### config.mk
export PLATFORM = sky130hd
export DESIGN_NAME = flash_cmd_decoder
export DESIGN_NICKNAME = d
export VERILOG_FILES = /design/src/rtl/fcd_pkg.sv /design/src/rtl/fcd_wr_strobe.sv /design/src/rtl/fcd_seq.sv /design/src/rtl/flash_cmd_decoder.sv
export SDC_FILE = /design/constraint.sdc
export NUM_CORES = 1
export LEC_CHECK = 0
export ABC_CLOCK_PERIOD_IN_PS = 3600
export BUFFER_PORTS_ARGS = -buffer_cell sky130_fd_sc_hd__buf_2
export CAP_MARGIN = 20
export CORE_MARGIN = 1
export CORE_UTILIZATION = 57
export CTS_CLUSTER_SIZE = 14
export DETAILED_ROUTE_END_ITERATION = 7
export PLACE_DENSITY = 0.87
export SETUP_SLACK_MARGIN = 0.15
export SLEW_MARGIN = 30
export SYNTH_ARGS = -nofsm -noshare
export SYNTH_HDL_FRONTEND = slang
export SYNTH_SLANG_ARGS = --single-unit
### constraint.sdc
create_clock -name clk -period 3.6 [get_ports clk]
set_input_delay 1.08 -clock clk [delete_from_list [all_inputs] [get_ports clk]]
set_output_delay 1.08 -clock clk [all_outputs]
set_load 0.02 [all_outputs]
### src/rtl/fcd_pkg.sv
package fcd_pkg;

    typedef enum logic [2:0] {
        SQ_IDLE,
        SQ_UNLK1,
        SQ_UNLK2,
        SQ_PROG,
        SQ_EU1,
        SQ_EU2,
        SQ_CONF
    } seq_state_t;

    typedef enum logic [1:0] {
        RM_ARRAY   = 2'd0,
        RM_AUTOSEL = 2'd1,
        RM_STATUS  = 2'd2
    } read_mode_t;

    localparam logic [7:0] CMD_KEY_A   = 8'hAA;
    localparam logic [7:0] CMD_KEY_B   = 8'h55;
    localparam logic [7:0] CMD_PROG    = 8'hA0;
    localparam logic [7:0] CMD_AUTOSEL = 8'h90;
    localparam logic [7:0] CMD_ERASE   = 8'h80;
    localparam logic [7:0] CMD_CHIP    = 8'h10;
    localparam logic [7:0] CMD_BLOCK   = 8'h30;
    localparam logic [7:0] CMD_RESET   = 8'hF0;
    localparam logic [7:0] CMD_SUSPEND = 8'hB0;

endpackage

### src/rtl/fcd_wr_strobe.sv
module fcd_wr_strobe #(
    parameter int ADDR_W = 16
) (
    input  logic              clk,
    input  logic              rst_n,
    input  logic              wr_n_i,
    input  logic [ADDR_W-1:0] addr_i,
    output logic              evt_o,
    output logic [ADDR_W-1:0] addr_o
);

    typedef struct packed {
        logic              wr_n;
        logic [ADDR_W-1:0] addr;
    } strb_reg_t;

    strb_reg_t r_d, r_q;
    logic      fall;

    always_comb begin
        r_d      = r_q;
        r_d.wr_n = wr_n_i;
        fall     = r_q.wr_n & ~wr_n_i;
        if (fall) begin
            r_d.addr = addr_i;
        end
    end

    always_ff @(posedge clk or negedge rst_n) begin
        if (!rst_n) begin
            r_q.wr_n <= 1'b1;
            r_q.addr <= '0;
        end else begin
            r_q <= r_d;
        end
    end

    // Rising strobe completes a write cycle
    assign evt_o  = ~r_q.wr_n & wr_n_i;
    assign addr_o = r_q.addr;


    addr_hold_chk: assert property (@(posedge clk) disable iff (!rst_n)
        (!r_q.wr_n && !wr_n_i) |=> $stable(r_q.addr));

endmodule

### src/rtl/fcd_seq.sv
module fcd_seq
    import fcd_pkg::*;
#(
    parameter int              ADDR_W      = 16,
    parameter int              DATA_W      = 16,
    parameter logic [ADDR_W-1:0] WORD_KEY_A = 'h5555,
    parameter logic [ADDR_W-1:0] WORD_KEY_B = 'h2AAA,
    parameter logic [ADDR_W-1:0] BYTE_KEY_A = 'hAAAA,
    parameter logic [ADDR_W-1:0] BYTE_KEY_B = 'h5555
) (
    input  logic              clk,
    input  logic              rst_n,
    input  logic              evt_i,
    input  logic [ADDR_W-1:0] addr_i,
    input  logic [DATA_W-1:0] data_i,
    input  logic              byte_mode_i,
    input  logic              busy_i,
    output logic              prog_start_o,
    output logic [ADDR_W-1:0] prog_addr_o,
    output logic [DATA_W-1:0] prog_data_o,
    output logic              chip_erase_o,
    output logic              blk_erase_o,
    output logic [ADDR_W-1:0] blk_addr_o,
    output logic              suspend_o,
    output read_mode_t        read_mode_o
);

    typedef struct packed {
        seq_state_t        st;
        read_mode_t        rm;
        logic              prog;
        logic              chip;
        logic              blk;
        logic              susp;
        logic [ADDR_W-1:0] paddr;
        logic [DATA_W-1:0] pdata;
        logic [ADDR_W-1:0] baddr;
    } seq_reg_t;

    seq_reg_t          r_d, r_q;
    logic [7:0]        cmd;
    logic [ADDR_W-1:0] key_a;
    logic [ADDR_W-1:0] key_b;
    logic              at_a;
    logic              at_b;

    assign cmd   = data_i[7:0];
    assign key_a = byte_mode_i ? BYTE_KEY_A : WORD_KEY_A;
    assign key_b = byte_mode_i ? BYTE_KEY_B : WORD_KEY_B;
    assign at_a  = (addr_i == key_a);
    assign at_b  = (addr_i == key_b);

    always_comb begin
        r_d      = r_q;
        r_d.prog = 1'b0;
        r_d.chip = 1'b0;
        r_d.blk  = 1'b0;
        r_d.susp = 1'b0;
        if (evt_i) begin
            if (busy_i) begin
                if (cmd == CMD_RESET) begin
                    r_d.st = SQ_IDLE;
                    r_d.rm = RM_ARRAY;
                end else if (cmd == CMD_SUSPEND) begin
                    r_d.susp = 1'b1;
                end
            end else begin
                // default outcome of any write: abort to array read
                r_d.st = SQ_IDLE;
                r_d.rm = RM_ARRAY;
                unique case (r_q.st)
                    SQ_IDLE: begin
                        if (at_a && cmd == CMD_KEY_A) begin
                            r_d.st = SQ_UNLK1;
                            r_d.rm = r_q.rm;
                        end
                    end
                    SQ_UNLK1: begin
                        if (at_b && cmd == CMD_KEY_B) begin
                            r_d.st = SQ_UNLK2;
                            r_d.rm = r_q.rm;
                        end
                    end
                    SQ_UNLK2: begin
                        if (at_a) begin
                            if (cmd == CMD_PROG) begin
                                r_d.st = SQ_PROG;
                                r_d.rm = r_q.rm;
                            end else if (cmd == CMD_AUTOSEL) begin
                                r_d.rm = RM_AUTOSEL;
                            end else if (cmd == CMD_ERASE) begin
                                r_d.st = SQ_EU1;
                                r_d.rm = r_q.rm;
                            end
                        end
                    end
                    SQ_PROG: begin
                        r_d.prog  = 1'b1;
                        r_d.paddr = addr_i;
                        r_d.pdata = data_i;
                        r_d.rm    = RM_STATUS;
                    end
                    SQ_EU1: begin
                        if (at_a && cmd == CMD_KEY_A) begin
                            r_d.st = SQ_EU2;
                            r_d.rm = r_q.rm;
                        end
                    end
                    SQ_EU2: begin
                        if (at_b && cmd == CMD_KEY_B) begin
                            r_d.st = SQ_CONF;
                            r_d.rm = r_q.rm;
                        end
                    end
                    SQ_CONF: begin
                        if (cmd == CMD_CHIP && at_a) begin
                            r_d.chip = 1'b1;
                            r_d.rm   = RM_STATUS;
                        end else if (cmd == CMD_BLOCK) begin
                            r_d.blk   = 1'b1;
                            r_d.baddr = addr_i;
                            r_d.rm    = RM_STATUS;
                        end
                    end
                    default: begin
                        r_d.st = SQ_IDLE;
                    end
                endcase
            end
        end
    end

    always_ff @(posedge clk or negedge rst_n) begin
        if (!rst_n) begin
            r_q.st    <= SQ_IDLE;
            r_q.rm    <= RM_ARRAY;
            r_q.prog  <= 1'b0;
            r_q.chip  <= 1'b0;
            r_q.blk   <= 1'b0;
            r_q.susp  <= 1'b0;
            r_q.paddr <= '0;
            r_q.pdata <= '0;
            r_q.baddr <= '0;
        end else begin
            r_q <= r_d;
        end
    end

    assign prog_start_o = r_q.prog;
    assign prog_addr_o  = r_q.paddr;
    assign prog_data_o  = r_q.pdata;
    assign chip_erase_o = r_q.chip;
    assign blk_erase_o  = r_q.blk;
    assign blk_addr_o   = r_q.baddr;
    assign suspend_o    = r_q.susp;
    assign read_mode_o  = r_q.rm;


    start_excl_chk: assert property (@(posedge clk) disable iff (!rst_n)
        $onehot0({r_q.prog, r_q.chip, r_q.blk}));


    pulse_single_chk: assert property (@(posedge clk) disable iff (!rst_n)
        (r_q.prog || r_q.chip || r_q.blk || r_q.susp)
        |=> !(r_q.prog || r_q.chip || r_q.blk || r_q.susp));


    prog_status_chk: assert property (@(posedge clk) disable iff (!rst_n)
        (r_q.prog || r_q.chip || r_q.blk) |-> (r_q.rm == RM_STATUS));


    launch_needs_write_chk: assert property (@(posedge clk) disable iff (!rst_n)
        (r_q.prog || r_q.chip || r_q.blk || r_q.susp) |-> $past(evt_i));


    busy_block_chk: assert property (@(posedge clk) disable iff (!rst_n)
        (evt_i && busy_i && cmd != CMD_RESET && cmd != CMD_SUSPEND)
        |=> (!r_q.prog && !r_q.chip && !r_q.blk && $stable(r_q.rm) && $stable(r_q.st)));


    mode_moves_on_write_chk: assert property (@(posedge clk) disable iff (!rst_n)
        !evt_i |=> $stable(r_q.rm));

endmodule

### src/rtl/flash_cmd_decoder.sv
module flash_cmd_decoder
    import fcd_pkg::*;
#(
    parameter int              ADDR_W      = 16,
    parameter int              DATA_W      = 16,
    parameter logic [ADDR_W-1:0] WORD_KEY_A = 'h5555,
    parameter logic [ADDR_W-1:0] WORD_KEY_B = 'h2AAA,
    parameter logic [ADDR_W-1:0] BYTE_KEY_A = 'hAAAA,
    parameter logic [ADDR_W-1:0] BYTE_KEY_B = 'h5555
) (
    input  logic              clk,
    input  logic              rst_n,
    input  logic              wr_n,
    input  logic [ADDR_W-1:0] bus_addr,
    input  logic [DATA_W-1:0] bus_data,
    input  logic              byte_mode,
    input  logic              busy,
    output logic              prog_start,
    output logic [ADDR_W-1:0] prog_addr,
    output logic [DATA_W-1:0] prog_data,
    output logic              chip_erase_start,
    output logic              blk_erase_start,
    output logic [ADDR_W-1:0] blk_addr,
    output logic              suspend_req,
    output logic [1:0]        read_mode
);

    logic              wr_evt;
    logic [ADDR_W-1:0] wr_addr;
    read_mode_t        rm;

    fcd_wr_strobe #(
        .ADDR_W (ADDR_W)
    ) u_strobe (
        .clk    (clk),
        .rst_n  (rst_n),
        .wr_n_i (wr_n),
        .addr_i (bus_addr),
        .evt_o  (wr_evt),
        .addr_o (wr_addr)
    );

    fcd_seq #(
        .ADDR_W     (ADDR_W),
        .DATA_W     (DATA_W),
        .WORD_KEY_A (WORD_KEY_A),
        .WORD_KEY_B (WORD_KEY_B),
        .BYTE_KEY_A (BYTE_KEY_A),
        .BYTE_KEY_B (BYTE_KEY_B)
    ) u_seq (
        .clk          (clk),
        .rst_n        (rst_n),
        .evt_i        (wr_evt),
        .addr_i       (wr_addr),
        .data_i       (bus_data),
        .byte_mode_i  (byte_mode),
        .busy_i       (busy),
        .prog_start_o (prog_start),
        .prog_addr_o  (prog_addr),
        .prog_data_o  (prog_data),
        .chip_erase_o (chip_erase_start),
        .blk_erase_o  (blk_erase_start),
        .blk_addr_o   (blk_addr),
        .suspend_o    (suspend_req),
        .read_mode_o  (rm)
    );

    assign read_mode = rm;

endmodule

* Yosys cells after proc, flatten, opt, wreduce, memory -nomap -nowiden
Index checks and enable logic that the tools add are counted.
Word-level totals: bits in writable memories 0, memories 0, register bits 74, output and inout bits 54, memory bits (read-only) 0, input port bits 37, logic and storage cells 81, latch bits 0
Cells by class: muxes and demuxes 32, multiply operators 0, shifts and indexed selects 0, magnitude comparators 0, reduce and logical (&&, ||, !) cells 8, equal/unequal tests 24, add/subtract/negate cells 0, bitwise logic cells 6, divide/modulo/power cells 0
Operators by type and width (count):
- $mux 16 | 4
- $mux 52 | 1
- $eq 8x8->1 const B | 6
- $mux 48 | 1
- $mux 5 | 7
- $eq 16x16->1 | 2
- $mux 32 | 1
- $mux 15 | 1
- $pmux 3 s5 | 1
- $pmux 2 s7 | 1
- $ne 3x3->1 const B | 4
- $eq 3x3->1 const B | 3
- $mux 3 | 3
- $eq 8x5->1 const B | 1
- $eq 8x6->1 const B | 1
- $eq 8x7->1 const B | 1
- $mux 2 | 4
- $reduce_and 8->1 | 1
- $mux 1 | 7
- $eq 3x2->1 const B | 2
- $ne 5x5->1 const B | 1
- $reduce_and 5->1 | 1
- $mux 4 | 1
- $ne 4x4->1 const B | 1
- 8 further kinds | 14

* Longest topological paths before layout
Gate-level depths: netlist (run 1).
depth in word-level cells 7, depth in mapped cells 7, mapped depth without buffers 6

* Hierarchy
From an unflattened synthesis (run 1), not the netlist that was laid out.
Second synthesis, totals: cells, all modules 299, area total of the unflattened synthesis 3743.6 um2
Modules (own cells, without submodules):
- fcd_seq | area each 2925.3 um2, sequential area each 1426.4 um2, instances 1, cells each 246
- fcd_wr_strobe | area each 818.3 um2, sequential area each 426.7 um2, instances 1, cells each 53

* Worst setup path after synthesis (run 1)
Ideal clock, no wire load.
path kind input to register, start input bus_data[1], end register, netlist name u_seq.read_mode_o[1], required time 3.508 ns, setup time 0.092 ns, stages on the path 6, arrival 2.741 ns, path slack 0.767 ns, path buffers 0, cell sequence or4b_4 -> or4_1 -> or3_1 -> nor3_2 -> o21ai_1 -> o31ai_2
Between the ends: cells in the longest elaborated chain, start to end 6, elaborated cells on any way between the ends 26, classes of those cells eq/ne (15); mux (7); reduce/logical (4)
RTL lines:
- from (decl) | RTL line flash_cmd_decoder.sv:15 | input logic [DATA_W-1:0] bus_data,
- $eq 8x8->1 | RTL line fcd_seq.sv:89 | end else if (cmd == CMD_AUTOSEL) begin
- $mux 2 | RTL line fcd_seq.sv:89
- $mux 5 | RTL line fcd_seq.sv:86 | if (cmd == CMD_PROG) begin
- $mux 5 | RTL line fcd_seq.sv:85 | if (at_a) begin
- $pmux 2 s7 | RTL line fcd_seq.sv:71 | unique case (r_q.st)
- $mux 5 | RTL line fcd_seq.sv:60 | if (busy_i) begin
Parallel ways exist; a longest one is shown, timed or not. The select of a mux whose other input is x is not followed. A chain may end at the register's enable or synchronous reset.

* Worst setup path in the final report (run 1)
start input bus_data[1], end register, netlist name u_seq.read_mode_o[1]
Between the ends: cells in the longest elaborated chain, start to end 6, elaborated cells on any way between the ends 26, classes of those cells eq/ne (15); mux (7); reduce/logical (4)
RTL lines (RTL line):
- $eq 8x8->1 | fcd_seq.sv:89
- $mux 2 | fcd_seq.sv:89
- $mux 5 | fcd_seq.sv:86
- $mux 5 | fcd_seq.sv:85
- $pmux 2 s7 | fcd_seq.sv:71
- $mux 5 | fcd_seq.sv:60
Parallel ways exist; a longest one is shown, timed or not. The select of a mux whose other input is x is not followed.

==> flow_summary.yaml, run 1 <==
global_routing:
  grt_pass1_wl_um: 11100
  grt_pass1_vias: 2298
  grt_max_degree: 75
  grt.overflow.total: 0
  track_usage_pct: 22.6
  antenna_found_initial: 0
route:
  route.detailed.drc: 0
  dr.pass1.iters: 4
  vias: 2309
  drtIter0Drc: 125
  wirelength_um: 6870
  wl_per_cell_um: 16.7
  antenna_left: 0
  vias_per_cell: 5.60
clock_tree:
  clockBufferDepth: 2
  cts_tree: "built"
  numCtsBuffers: 9
  htreeDepth: 3
  cts-resized-gates: 0
  cts.sink_count: 74
  post_cts_buffers: 0
  clock_latency_ns: 0.34
  clk_pin_slew_ns: 0.08
  cts-root-buf: "clkbuf_8"
  hold_buffers: 0
timing:
  max_freq_ghz: 0.370
  drv_slew: 0
  timing.slew.headroom_pct: 57.3
  rsz0062_at_grt: "no"
  hold_violations: 0
  finalSetupTns_ns: 0
  skew_ns: 0.00902
  fin_crit_ns: 2.71
  setup_viol: 0
  period_share_pct: 75.1
  tightest_slew_ns: 0.641
worst_hold_path:
  hold_class: "flip-flop to flip-flop"
  hold_start: "u_seq.prog_addr_o[6]"
  min_to: "u_seq.prog_addr_o[6]"
  hold_depth: 1
synth:
  ys_ff_latch: 74
  syn_inst: 287
  yosysUniqueCellTypes: 51
  yosysSeqAreaShare_pct: 51.2
  syn_area_mm2: 0.00362
  yosysWarnings: 0
  synth_nets: 324
  synth_area_per_cell_um2: 12.6
worst_setup_path:
  worstSetupPathType: "primary input to flip-flop"
  worstPathArrival_ns: 2.95
  critical_path.max_stage_delay_ns: 0.55
  crit-reg2reg-capture: "u_seq.read_mode_o[1]"
  worstPathCellList: "buf_2 -> or4b_4 -> or4_1 -> or3_1 -> nor3_2 -> o21ai_1 -> o31ai_2"
  crit_fanout: 5
  r2r_slack_ns: 1.23
  start_kind: "primary input"
  worst_path_max_delay_cell: "or4b_4"
  r2r_cells: 6
  worstPathRequired_ns: 3.84
  r2r_start: "u_strobe.addr_o[9]"
  end_kind: "flip-flop"
floorplan:
  std_cell_rows: 28
  die_width_um: 81.7
  initial_core_util_pct: 60.0
  dieArea_mm2: 0.00667
  ioPinCount: 91
  die_h_um: 81.7
  core-area_mm2: 0.00603
placement:
  placed_cell_area_mm2: 0.00379
  gp_congestion: 0.876
  numPortBuffers: 90
  placedCellCount: 397
  dp_hpwl_um: 5020
run_status:
  outcome: "finished, final reports clean"
power_and_ir_drop:
  leakage_nw: 2.02
  power_density_mw_per_mm2: 429
  peakVddDrop_uv: 328
  power_w: 0.00171
layout:
  nNetsFinal: 370
  layout-drive-gt1-share_pct: 56.7
  antenna_cells: 0
  final_area_mm2: 0.00399
  final_cells: 412
  area_delta_synth_final_pct: 10.4
  finish.utilization_pct: 66.3
flow_run:
  cap_violations: 0
==> state kept, by name, indices dropped and copies added (netlist names) <==
name	cells
u_seq.blk_addr_o	16
u_seq.blk_erase_o	1
u_seq.chip_erase_o	1
u_seq.prog_addr_o	16
u_seq.prog_data_o	16
u_seq.prog_start_o	1
u_seq.r_q	3
u_seq.read_mode_o	2
u_seq.suspend_o	1
u_strobe.addr_o	16
u_strobe.r_q	1
==> where the power goes <==
part / total (W) / internal (W) / switching, W
registers: 0.000919 / 0.000867 / 0.0000517
clock network: 0.000644 / 0.000354 / 0.000290
logic: 0.000150 / 0.0000764 / 0.0000739
==> logic make-up (layout without fill, tap and decap cells) <==
kind of cell / count (synthesis) / after routing / share of synthesized area (%)
flops: 74 / 74 / 51.2
mux: 64 / 64 / 19.9
simple gates: 64 / 64 / 12.1
buf+inv: 60 / 110 / 11.8
compound gates: 25 / 25 / 5.02
==> cells in the mapped netlist (all sizes together) <==
cell / count / area (um^2)
nor2b: 1 / 6.26
a31oi: 1 / 6.26
nand3b: 3 / 22.5
and2: 1 / 7.51
nand3: 3 / 15.0
inv: 2 / 7.51
or4bb: 3 / 33.8
o21ai: 7 / 35.0
nor2: 8 / 30.0
nor3: 4 / 25.0
nor3b: 5 / 37.5
nand4: 1 / 6.26
or2: 2 / 12.5
and4: 1 / 10.0
o32a: 1 / 11.3
o21a: 2 / 15.0
dfrtp: 73 / 1830
or4: 2 / 15.0
nand2b: 3 / 18.8
a41oi: 1 / 8.76
a21o: 2 / 15.0
buf: 54 / 403
a2bb2oi: 1 / 8.76
a21oi: 1 / 5.00
o31ai: 3 / 27.5
or2b: 2 / 17.5
clkbuf: 4 / 15.0
o22ai: 2 / 12.5
and4bb: 1 / 12.5
dfstp: 1 / 26.3
or3b: 2 / 17.5
nor4bb: 1 / 10.0
or3: 2 / 12.5
mux2: 64 / 721
and4b: 1 / 11.3
o211ai: 1 / 7.51
nor4: 5 / 46.3
and3: 1 / 7.51
o22a: 3 / 28.8
nand2: 10 / 37.5
or4b: 2 / 23.8
==> through the flow <==
stage	hold WS [ns]	setup WS, ns
CTS	0.506	0.901
floorplan	0.482	0.767
detailed placement	0.490	0.555
global placement	0.485	0.593
finish	0.505	0.895
global route	0.521	0.790
==> per-layer routing <==
metal,GRT usage [%],wire [um]
met5,0,0
met4,7.37,86
met3,6.33,426
met2,34.8,3360
met1,30.9,3000
==> layout make-up <==
type	instances	area, um^2
inverters	2	7.51
clock buffers	11	151
multi-input cells	153	1340
clock inverters	4	51.3
fillers	474	2030
repair buffers	93	492
well taps	75	93.8
flip-flops and latches	74	1850
==> critical path: cells and delay by family <==
family	cells	cell delay, ns
compound gates	2	0.27
buf+inv	1	0.12
simple gates	4	1.48
==> how the worst max path moves through the flow <==
stage                startpoint              endpoint  slack [ns]  cells past startpoint
floorplan           bus_data[1]  u_seq.read_mode_o[1]        0.77                      6
global placement    bus_data[1]  u_seq.read_mode_o[1]        0.59                      7
detailed placement  bus_data[1]  u_seq.read_mode_o[1]        0.55                      7
CTS                 bus_data[1]  u_seq.read_mode_o[1]        0.90                      7
global route        bus_data[1]  u_seq.read_mode_o[1]        0.79                      7
finish              bus_data[1]  u_seq.read_mode_o[1]        0.89                      7
==> placed cells by master (no fill, tap or decap), drive strengths merged, types with 3 or more instances in the layout <==
| cell type | n |
|---|---|
| o31ai | 3 |
| mux2 | 64 |
| nand2b | 3 |
| nand2 | 10 |
| nand3 | 3 |
| o21ai | 7 |
| nor3b | 5 |
| dfrtp | 73 |
| or4bb | 3 |
| nor2 | 8 |
| clkbuf | 11 |
| nor4 | 5 |
| nor3 | 4 |
| o22a | 3 |
| nand3b | 3 |
| buf | 93 |
No activity file was read; power rests on OpenSTA's default activity.
==> run 2: changes to the inputs <==
- ABC_CLOCK_PERIOD_IN_PS: 3600 -> 2600
- CORE_UTILIZATION: 57 -> 53
- PLACE_DENSITY: 0.87 -> 0.82
- clock period: 3.6 -> 2.6 ns (I/O delays scaled with it)
==> flow_summary.yaml, run 2 (synthesized netlist as in run 1, its figures left out) <==
layout:
  antenna_cells: 0
  nNetsFinal: 385
  multi_input_area_mm2: 0.00135
  layout-drive-gt1-share_pct: 58.6
  area_delta_synth_final_pct: 13.6
  n_fill_cell: 523
  final-seq-area_mm2: 0.00185
  mostFrequentLayoutCells: "buf_2 (89), dfrtp_1 (73), mux2_2 (64), buf_4 (17), nand2_1 (10)"
  mostFrequentLayoutCell: "buf_2"
placement:
  post-place-ws_ns: -0.130
  gp_congestion: 0.876
  numPortBuffers: 90
  dp_hpwl_um: 5270
floorplan:
  std_cell_rows: 29
  die_h_um: 84.6
  dieArea_mm2: 0.00716
  ioPinCount: 91
  initial_core_util_pct: 56.0
  die_width_um: 84.6
  core-area_mm2: 0.00646
timing:
  timing.slew.headroom_pct: 70.1
  setup_viol: 0
  tightest_slew_ns: 0.445
  fin_ws_ns: 0.254
  period_share_pct: 90.2
  rsz0062_at_grt: "yes"
  fin_crit_ns: 2.35
  max_freq_ghz: 0.426
  hold_violations: 0
  finalSetupTns_ns: 0
  skew_ns: 0.00637
  drv_slew: 0
  whs_ns: 0.372
power_and_ir_drop:
  leakage_nw: 2.08
  power_density_mw_per_mm2: 578
  peakVddDrop_uv: 410
route:
  wl_per_cell_um: 16.4
  dr.pass1.iters: 6
  wirelength_um: 7040
  wl_met2_um: 3160
  route.met3.wl_um: 430
  route.detailed.drc: 0
  wl_met1_um: 3290
  drtIter0Drc: 106
  antenna_left: 0
  top_layer: "met4"
  vias: 2364
  vias_per_cell: 5.50
clock_tree:
  clockBufferDepth: 2
  post_cts_buffers: 0
  hold_buffers: 0
  clock_latency_ns: 0.35
  cts_tree: "built"
  numCtsBuffers: 9
  clk_pin_slew_ns: 0.08
  cts-resized-gates: 0
  cts-root-buf: "clkbuf_8"
  cts.sink_count: 74
  htreeDepth: 3
worst_setup_path:
  crit_fanout: 2
  worstPathRequired_ns: 2.86
  worstPathArrival_ns: 2.61
  r2r_slack_ns: 0.32
  end_kind: "flip-flop"
  worstSetupPathType: "primary input to flip-flop"
  r2r_cells: 6
  start_kind: "primary input"
  crit_path_end: "u_seq.read_mode_o[1]"
  cp-startpoint: "bus_data[1]"
  crit-reg2reg-capture: "u_seq.read_mode_o[1]"
  r2r_start: "u_strobe.addr_o[14]"
flow_run:
  cap_violations: 0
worst_hold_path:
  hold_class: "primary input to asynchronous set/reset pin"
global_routing:
  antenna_found_initial: 0
  grt_pass1_wl_um: 11400
  track_usage_pct: 20.9
  grt_pass1_vias: 2365
  grt_max_degree: 42
  grt.overflow.total: 0
run_status:
  outcome: "finished, final reports clean"
==> run 2: cell types whose count changed in the layout (fill, tap and decap cells not counted) <==
cell,previous run,this run
buf_12,1,2
buf_4,2,17
buf_6,1,0
clkbuf_1,0,1
clkbuf_8,11,9
clkinv_4,1,0
clkinvlp_4,1,3
inv_6,0,1
nor2_1,8,7
nor2_2,0,1
==> run 2: metrics by stage <==
stage,total power [W],util [%],instances,cell area (um^2)
5_1_grt,0.00247,63.6,430,4110
3_3_place_gp,0.00152,60.6,414,3920
6_report,0.00237,63.6,430,4110
4_1_cts,0.00240,63.6,430,4110
2_1_floorplan,0.00141,-,287,3620
3_5_place_dp,0.00153,60.6,414,3920
==> run 2: how the worst min path moves through the flow <==
stage / slack (ns) / startpoint / to
2_1_floorplan: 0.48 / rst_n / u_seq.blk_addr_o[0]
3_3_place_gp: 0.48 / u_seq.prog_data_o[14] / u_seq.prog_data_o[14]
3_5_place_dp: 0.49 / u_seq.prog_data_o[0] / u_seq.prog_data_o[0]
4_1_cts: 0.38 / rst_n / u_seq.prog_addr_o[15]
5_1_grt: 0.40 / rst_n / u_seq.prog_addr_o[15]
6_report: 0.37 / rst_n / u_seq.prog_addr_o[15]
==> run 2: where the power goes <==
group          switching (W)  leakage [nW]  internal, W
logic               0.000113          1.01     0.000121
registers          0.0000666         0.985      0.00120
clock network       0.000429        0.0889     0.000445
==> run 2: area by class of cell <==
cell class	count	area share [%]
inverter	2	0.183
tap	77	2.34
multi-input combinational	153	32.8
clock buffer	10	3.11
sequential	74	45.1
timing repair buffer	108	14.9
clock inverter	6	1.61
==> run 2: worst max-delay path, stage by stage <==
cell,delay (ns)
buf_2,0.11
or4b_4,0.53
or4_1,0.46
or3_1,0.33
nor3_2,0.13
o21ai_1,0.10
o31ai_2,0.16
==> run 2: layer usage <==
layer / vias to the layer above / global-route usage [%]
li1: 1109 / -
met1: 1164 / 27.6
met2: 77 / 32.3
met3: 14 / 6.19
met4: 0 / 9.09
met5: - / 0
